--- src/rtl/tcnt_pkg.sv ---
package tcnt_pkg;
    localparam int DEF_CNT_W = 16;
    localparam int DEF_PH_W  = 18;
    localparam int DEF_CAP   = 32;

    localparam logic [6:0] OP_XFER   = 7'h10;
    localparam logic [7:0] INTR_DONE = 8'h10;

    typedef enum logic [1:0] {
        ST_IDLE = 2'd0,
        ST_PEND = 2'd1,
        ST_ACT  = 2'd2
    } xfer_st_e;
endpackage

--- src/rtl/tcnt_shadow.sv ---
module tcnt_shadow #(
    parameter int CNT_W = 16,
    localparam int NB = CNT_W / 8
) (
    input  logic             clk,
    input  logic             rst,
    input  logic [NB-1:0]    lane_wr,
    input  logic [7:0]       data,
    output logic [CNT_W-1:0] shadow
);
    for (genvar i = 0; i < NB; i++) begin : g_lane
        logic [7:0] byte_q;
        always_ff @(posedge clk) begin
            if (rst)             byte_q <= '0;
            else if (lane_wr[i]) byte_q <= data;
        end
        assign shadow[8*i +: 8] = byte_q;
    end
endmodule

--- src/rtl/tcnt_len.sv ---
module tcnt_len #(
    parameter int CNT_W = 16,
    parameter int PH_W  = 18,
    parameter int CAP   = 32,
    localparam int LEN_W = CNT_W + 1,
    localparam int MW = (LEN_W > PH_W) ? LEN_W : PH_W
) (
    input  logic                   cmd_mode,
    input  logic [CNT_W-1:0]       count,
    input  logic signed [PH_W-1:0] phase,
    output logic [LEN_W-1:0]       len
);
    logic [LEN_W-1:0] eff;
    logic [PH_W-1:0]  mag;
    logic [MW-1:0]    lim, effw, pick;

    always_comb begin
        eff  = (count == '0) ? (LEN_W'(1) << CNT_W) : {1'b0, count};
        mag  = phase[PH_W-1] ? (~phase + 1'b1) : phase;
        lim  = cmd_mode ? MW'(CAP) : MW'(mag);
        effw = MW'(eff);
        pick = (effw < lim) ? effw : lim;
        len  = LEN_W'(pick);
    end
endmodule

--- src/rtl/tcnt_seq.sv ---
module tcnt_seq
    import tcnt_pkg::*;
#(
    parameter int CNT_W = 16,
    parameter int PH_W  = 18,
    parameter int CAP   = 32,
    localparam int LEN_W = CNT_W + 1
) (
    input  logic                   clk,
    input  logic                   rst,
    input  logic                   reload,
    input  logic                   start,
    input  logic                   cnt_wr,
    input  logic [CNT_W-1:0]       shadow,
    input  logic [LEN_W-1:0]       len_in,
    input  logic signed [PH_W-1:0] ph_in,
    input  logic                   cmd_mode,
    input  logic                   dma_en,
    input  logic                   byte_valid,
    output logic                   byte_ready,
    output logic                   done,
    output logic                   busy,
    output logic [CNT_W-1:0]       live,
    output logic [LEN_W-1:0]       len_q,
    output logic                   tc,
    output logic [7:0]             intr,
    output logic signed [PH_W-1:0] ph_left
);
    xfer_st_e         st;
    logic [LEN_W-1:0] rem;
    logic             cm_q;
    logic             accept;

    assign busy       = (st != ST_IDLE);
    assign byte_ready = (st == ST_ACT) && (rem != '0);
    assign accept     = byte_ready && byte_valid;
    assign done       = (st == ST_ACT) &&
                        ((rem == '0) || ((rem == LEN_W'(1)) && byte_valid));

    always_ff @(posedge clk) begin
        if (rst) begin
            st <= ST_IDLE; live <= '0; rem <= '0; len_q <= '0;
            tc <= 1'b0; intr <= '0; ph_left <= '0; cm_q <= 1'b0;
        end else begin
            if (cnt_wr) tc <= 1'b0;
            unique case (st)
                ST_IDLE: begin
                    if (reload) live <= shadow;
                    if (start) begin
                        len_q   <= len_in;
                        rem     <= len_in;
                        ph_left <= ph_in;
                        cm_q    <= cmd_mode;
                        tc      <= 1'b0;
                        st      <= dma_en ? ST_ACT : ST_PEND;
                    end
                end
                ST_PEND: if (dma_en) st <= ST_ACT;
                ST_ACT: begin
                    if (accept) begin
                        rem  <= rem - 1'b1;
                        live <= live - 1'b1;
                        if (!cm_q)
                            ph_left <= ph_left[PH_W-1] ? ph_left + 1'b1 : ph_left - 1'b1;
                    end
                    if (done) begin
                        st   <= ST_IDLE;
                        tc   <= 1'b1;
                        intr <= INTR_DONE;
                        live <= '0;
                    end
                end
                default: st <= ST_IDLE;
            endcase
        end
    end

    p_tc_clear_r2: assert property (@(posedge clk) disable iff (rst)
        (cnt_wr && !done) |=> !tc);
    p_reload_r3: assert property (@(posedge clk) disable iff (rst)
        (reload && !busy) |=> (live == $past(shadow)));
    p_rem_bound_r4: assert property (@(posedge clk) disable iff (rst)
        rem <= len_q);
    p_cmd_cap_r5: assert property (@(posedge clk) disable iff (rst)
        (start && !busy && cmd_mode) |=> (len_q <= LEN_W'(CAP)));
    p_hold_pend_r6: assert property (@(posedge clk) disable iff (rst)
        (st == ST_PEND && !dma_en) |=> (st == ST_PEND && !byte_ready && !tc));
    p_step_r7: assert property (@(posedge clk) disable iff (rst)
        (accept && !done) |=> (live == $past(live) - 1'b1));
    p_finish_r8: assert property (@(posedge clk) disable iff (rst)
        done |=> (tc && intr == INTR_DONE && live == '0 && !busy));
endmodule

--- src/rtl/tcnt_top.sv ---
module tcnt_top
    import tcnt_pkg::*;
#(
    parameter int CNT_W = DEF_CNT_W,
    parameter int PH_W  = DEF_PH_W,
    parameter int CAP   = DEF_CAP,
    localparam int NB    = CNT_W / 8,
    localparam int SEL_W = $clog2(NB + 1),
    localparam int LEN_W = CNT_W + 1
) (
    input  logic                   clk,
    input  logic                   rst,
    input  logic                   host_wr,
    input  logic [SEL_W-1:0]       host_sel,
    input  logic [7:0]             host_data,
    input  logic                   cmd_mode,
    input  logic signed [PH_W-1:0] phase_rem,
    input  logic                   dma_en,
    input  logic                   byte_valid,
    output logic                   byte_ready,
    output logic                   done,
    output logic [CNT_W-1:0]       live_count,
    output logic [LEN_W-1:0]       xfer_len,
    output logic                   tc,
    output logic [7:0]             intr_code,
    output logic signed [PH_W-1:0] phase_left
);
    logic [NB-1:0]    lane_wr;
    logic [CNT_W-1:0] shadow;
    logic [LEN_W-1:0] len_calc;
    logic             cmd_wr, reload, start, busy;

    for (genvar i = 0; i < NB; i++) begin : g_dec
        assign lane_wr[i] = host_wr && (host_sel == SEL_W'(i));
    end

    assign cmd_wr = host_wr && (host_sel == SEL_W'(NB));
    assign reload = cmd_wr && host_data[7] && !busy;
    assign start  = reload && (host_data[6:0] == OP_XFER);

    tcnt_shadow #(.CNT_W(CNT_W)) u_shadow (
        .clk(clk), .rst(rst), .lane_wr(lane_wr), .data(host_data), .shadow(shadow)
    );

    tcnt_len #(.CNT_W(CNT_W), .PH_W(PH_W), .CAP(CAP)) u_len (
        .cmd_mode(cmd_mode), .count(shadow), .phase(phase_rem), .len(len_calc)
    );

    tcnt_seq #(.CNT_W(CNT_W), .PH_W(PH_W), .CAP(CAP)) u_seq (
        .clk(clk), .rst(rst), .reload(reload), .start(start), .cnt_wr(|lane_wr),
        .shadow(shadow), .len_in(len_calc), .ph_in(phase_rem), .cmd_mode(cmd_mode),
        .dma_en(dma_en), .byte_valid(byte_valid), .byte_ready(byte_ready),
        .done(done), .busy(busy), .live(live_count), .len_q(xfer_len), .tc(tc),
        .intr(intr_code), .ph_left(phase_left)
    );

    p_ignore_busy_r9: assert property (@(posedge clk) disable iff (rst)
        (cmd_wr && busy && !byte_ready) |=> $stable(live_count));
    p_done_wins_r10: assert property (@(posedge clk) disable iff (rst)
        (done && (|lane_wr)) |=> tc);
endmodule

--- config.mk ---
export PLATFORM = sky130hd
export DESIGN_NAME = tcnt_top
export DESIGN_NICKNAME = d
export VERILOG_FILES = /design/src/rtl/tcnt_pkg.sv /design/src/rtl/tcnt_shadow.sv /design/src/rtl/tcnt_len.sv /design/src/rtl/tcnt_seq.sv /design/src/rtl/tcnt_top.sv
export SDC_FILE = /design/constraint.sdc
export NUM_CORES = 1
export LEC_CHECK = 0
export BUFFER_PORTS_ARGS = -buffer_cell sky130_fd_sc_hd__buf_2
export CAP_MARGIN = 10
export CORE_MARGIN = 8
export CORE_UTILIZATION = 50
export DETAILED_ROUTE_END_ITERATION = 12
export PLACE_DENSITY = 0.72
export SYNTH_ARGS = -nofsm -noshare
export SYNTH_HDL_FRONTEND = slang
export SYNTH_SLANG_ARGS = --single-unit
--- constraint.sdc ---
create_clock -name clk -period 3.9 [get_ports clk]
set_input_delay 0.39 -clock clk [delete_from_list [all_inputs] [get_ports clk]]
set_output_delay 0.39 -clock clk [all_outputs]
set_load 0.03 [all_outputs]
Yosys cells after proc, flatten, opt, wreduce, memory -nomap -nowiden
Index checks and enable logic that the tools add are counted.
W data, S select, Z words.
- $add $sub $neg: 5
- order comparisons: 1
- equality and inequality tests: 13
- mux-type cells: 25
- bitwise operators: 1
- reduce and logical (&&, ||, !) cells: 26
- operator list (kind ; number):
    $mux W18 ; 6
    $mux W17 ; 4
    $mux W16 ; 3
    $add A18 B1 Y18 const B ; 2
    $pmux W18 S2 ; 1
    $pmux W17 S2 ; 1
    $pmux W16 S2 ; 1
    $lt A17 B18 Y1 ; 1
    $not A18 Y18 ; 1
    $sub A18 B1 Y18 const B ; 1
    $eq A17 B1 Y1 const B ; 1
    $logic_not A17 Y1 ; 1
    $reduce_bool A17 Y1 ; 1
    $sub A17 B1 Y17 const B ; 1
    $logic_not A16 Y1 ; 1
    $sub A16 B1 Y16 const B ; 1
    $logic_and A1 B1 Y1 ; 10
    $ne A2 B2 Y1 const B ; 5
    $reduce_and A3 Y1 ; 3
    $mux W2 ; 4
    $eq A7 B5 Y1 const B ; 1
    $pmux W2 S3 ; 1
    $eq A2 B1 Y1 const B ; 2
    $eq A2 B2 Y1 const B ; 2
    other kinds (11) ; 16
- register bits: 89
- input port bits: 34
- word-level logic and storage cells: 81

Logic depth before layout (Yosys ltp)
- depth in word-level cells: 8
- mapped depth: 17

By module
From an unflattened synthesis, not the netlist that was laid out.
- cell total of the unflattened synthesis: 871
- area, all modules: 6482.5 um^2
- by module, submodules not included (module ; instances ; cells an instance ; area an instance (um^2) ; sequential area each (um^2)):
    tcnt_seq ; 1 ; 644 ; 4613.2 ; 1461.4
    tcnt_len ; 1 ; 167 ; 1226.2 ; 0.0
    tcnt_shadow ; 1 ; 52 ; 579.3 ; 320.3
    tcnt_top ; 1 ; 8 ; 63.8 ; 0.0

Worst setup path before layout
OpenSTA, ideal clock, no wires.
- path kind: input to register
- start point: input phase_rem[5]
- end point: register u_seq.len_q[5]
- arrival: 3.300 ns
- slack: 0.524 ns
- stages on the path: 15
- cells stage by stage: nor4_1 nand2_1 o31ai_1 xor2_1 nor2_1 inv_1 ha_1 o2111ai_1 a21oi_1 o41ai_1 a2111oi_0 o22ai_2 buf_6 mux2_1 o22ai_1
- word-level cells in the longest chain between the ends: 6
- ends and longest elaborated chain (element ; line ; source):
    from (decl) ; tcnt_top.sv:17 ; input logic signed [PH_W-1:0] phase_rem,
    $not A18 Y18 ; tcnt_len.sv:19 ; mag = phase[PH_W-1] ? (~phase + 1'b1) : phase;
    $add A18 B1 Y18 ; tcnt_len.sv:19 ;
    $mux W18 * ; tcnt_len.sv:19 ;
    $mux W18 * ; tcnt_len.sv:20 ; lim = cmd_mode ? MW'(CAP) : MW'(mag);
    $lt A17 B18 Y1 ; tcnt_len.sv:22 ; pick = (effw < lim) ? effw : lim;
    $mux W17 * ; tcnt_len.sv:22 ;
    to (signal assigned) ; tcnt_seq.sv:50 ; len_q <= len_in;
    to (decl) ; tcnt_seq.sv:24 ; output logic [LEN_W-1:0] len_q,
Every way passes the cells marked *; elsewhere a longest branch is shown, timed or not.
A chain may end at the register's enable or synchronous reset.

Worst setup path in the final report
- start point: input phase_rem[5]
- end point: register u_seq.rem[4]
- word-level cells in the longest chain between the ends: 8
- ends and longest elaborated chain (element ; line ; source):
    $not A18 Y18 ; tcnt_len.sv:19 ;
    $add A18 B1 Y18 ; tcnt_len.sv:19 ;
    $mux W18 * ; tcnt_len.sv:19 ;
    $mux W18 * ; tcnt_len.sv:20 ;
    $lt A17 B18 Y1 * ; tcnt_len.sv:22 ;
    $mux W17 * ; tcnt_len.sv:22 ;
    $mux W17 * ; tcnt_seq.sv:49 ; if (start) begin
    $pmux W17 S2 * ; tcnt_seq.sv:46 ; unique case (st)
    to (signal assigned) ; tcnt_seq.sv:51 ; rem <= len_in;
    to (signal assigned) ; tcnt_seq.sv:61 ; rem <= rem - 1'b1;
    to (decl) ; tcnt_seq.sv:30 ; logic [LEN_W-1:0] rem;
Every way passes the cells marked *; elsewhere a longest branch is shown, timed or not. The select of a mux whose other input is x is not followed.

==> metrics.txt <==
ys async rst share=0%; # diodes=0; Port Buf Inserts=88; RSZ-0062 raised after global routing=false; crit-path max FO=9; ratio of cells with drive above 1 in the final layout=14.9%; Worst slew margin=32.7%; CP startpoint kind=input port; synth warn=0; sequential power share=45.5%; Post-Syn Area=6070 um^2; max-cap viol count=0; internal cell power=0.00147 W; Detailed Place HPWL=14000 um; Final Max Tran Viols=0; number of I/O pins=96; clk_lat worst skew=350 ps; Setup Crit Path Kind=in -> reg; PD cells=301 nW/um^2; Initial Utilization=51.0%; DR vias/cell=6.36; most frequent cells in the layout=89 x dfxtp_1, 88 x buf_2, 87 x nor2_1; core area=11900 um^2; post-synthesis cell type count=67; Die H=126 um; Hold Path Class=in -> reg; FP Rows=40; CP arrival=3780 ps; Congestion Overflow GR=0; register area share after synthesis=29.3%; Gate Count Post-Synth=800; crit-path cells=buf_2 > nor4_1 > buf_4 > nand2_1 > o31ai_1 > xor2_1 > nor2_1 > inv_1 > ha_1 > o2111ai_1 > a21oi_1 > o41ai_1 > a2111oi_1 > o22ai_2 > buf_12 > mux2i_1 > a2111oi_1; Finished Cell Area=6830 um^2; most common cell after layout, fill and taps aside=dfxtp_1; Comb power frac=15.4%; DRT iter0 DRCs=835; initial antenna violation count=0; P&R area growth vs syn=12.4%; Sum Neg Setup Slack=0 ps; skew final=8.83 ps; largest net degree at the start of global routing=65; post-layout min period=3550 ps; CP peak stage delay=430 ps; final wirelength=19400 um; H-tree Lvls=3; vias in the first global route=5868; First-pass DRT Iterations=6; slowest CP cell=a2111oi_1; Pleak=2.92 nW; CTS buffer count=9; Crit. End Element=flop; clock sinks=89; dpl cell area=6540 um^2; clock share of power=39.0%; Syn Area/Cell=7.59 um^2; FMAX=282 MHz; EDFF count, synth=0; fin nets=925; outcome=finished clean; Final period util=91.1%; vias=6390; most frequent cell on the critical path=a2111oi_1; clock tree buffer depth=2; DRC=0; CP required=4130 ps; Setup Viol. Count Final=0; Reg clk slew, reported paths=60 ps; WL per Instance=19.3 um; Filler cells=1116; clock root buffer=clkbuf_16; first-pass GRT wire length=30800 um; Psw=0.000583 W; Worst-Margin Slew=1010 ps; die area=15900 um^2; Main synth FF type=dfxtp_1; Switching Share=28.4%; CTS tree=yes; hold_ws=253 ps; Final Hold Vio Count=0; Post-CTS Hold Buffers=0; antenna-violating nets left=0; FF+latch count, synth=89; peak supply drop=0.000150 V; Die W=126 um; RePlAce Congestion=0.929; gr usage total=23.9%
-- worst max-delay path: cells and delay by family --
family	cells	cell delay, ps
adder cells (fa/ha/maj)	1	310
multiplexers	1	140
XOR/XNOR	1	100
buffers and inverters	4	580
AND/OR/NAND/NOR	3	540
AO/OA/AOI/OAI	7	1710
-- per-stage QoR --
stage          util, %  setup slack, ps  cells  power, W
3_5_place_dp      54.9             -162    987   0.00125
5_1_grt           57.3             15.5   1005   0.00214
6_report          57.3              348   1005   0.00205
2_1_floorplan        -              524    806   0.00117
3_3_place_gp      54.9             37.6    987   0.00124
4_1_cts           57.1              171   1002   0.00205
-- synth_stat cells, types with 8 or more instances --
library cell / n / area share [%]
dfxtp_1: 89 / 29
nor2_1: 87 / 5.4
a21oi_1: 79 / 6.5
o21ai_0: 65 / 5.4
nand2_1: 64 / 4.0
clkbuf_1: 53 / 3.3
ha_1: 36 / 7.4
inv_1: 34 / 2.1
mux2i_1: 31 / 5.1
a31oi_1: 23 / 2.4
nor3_1: 19 / 1.6
nor4_1: 16 / 1.6
xnor2_1: 14 / 2.0
xor2_1: 14 / 2.0
nand3_1: 12 / 0.99
a21o_1: 9 / 1.1
a22oi_1: 8 / 0.99
o21a_1: 8 / 0.99
o21ai_1: 8 / 0.66
-- timing repair --
action                                  CTS  global route
endpoints found under the setup margin    0            14
resized for setup                         0             1
setup buffers                             0             3
-- routing by layer --
metal / vias to the layer above / wire length (um) / track usage, % / share of wire [%]
met4: 0 / 533 / 10.2 / 2.7
met1: 2990 / 8570 / 31.8 / 44
met2: 331 / 8580 / 36.7 / 44
li1: 3022 / - / - / -
met3: 47 / 1760 / 4.81 / 9.0
met5: - / 0 / 0 / 0
-- area by class of cell --
class	instances	area (um^2)	area share, %
tap	147	184	2.69
clock inverter	5	31.3	0.458
clock buffer	10	229	3.35
inverter	34	128	1.87
multi-input combinational	616	3900	57.1
timing repair buffer	104	573	8.40
sequential	89	1780	26.1
-- final timing paths --
check                                                  end                      start  cells after the start  slack (ps)
worst max register to register  u_seq.live[2]$_SDFFE_PP0P_  u_seq.rem[0]$_SDFFE_PP0P_                      9         790
worst min register to register     u_seq.cm_q$_SDFFE_PP0P_    u_seq.cm_q$_SDFFE_PP0P_                      2         470
worst min-delay path              u_seq.st[0]$_SDFFE_PP0P_                     dma_en                      2         250
worst max-delay path             u_seq.rem[4]$_SDFFE_PP0P_               phase_rem[5]                     17         350
-- power by group through the flow --
stage	sequential (W)	combinational, W	clock [W]
2_1_floorplan	0.000952	0.000215	0
3_3_place_gp	0.000954	0.000290	0
3_5_place_dp	0.000954	0.000298	0
4_1_cts	0.000933	0.000299	0.000815
5_1_grt	0.000935	0.000345	0.000857
6_report	0.000935	0.000317	0.000802
-- cell families after synthesis --
group                    share of synthesized area (%)
flip-flops                                        29.3
buffers and inverters                             6.94
other                                           0.0617
AND/OR/NAND/NOR                                   18.7
AO/OA/AOI/OAI                                     27.7
adder cells (fa/ha/maj)                           7.75
multiplexers                                      5.48
XOR/XNOR                                          4.04
-- state kept, by name, indices dropped and copies added, names as in the netlist --
register and flops:
u_seq.cm_q 1, u_seq.intr 1, u_seq.len_q 17, u_seq.live 16, u_seq.ph_left 18, u_seq.rem 17, u_seq.st 2, u_seq.tc 1
u_shadow.g_lane.byte_q 16
Power figures use the tool's default switching activity.
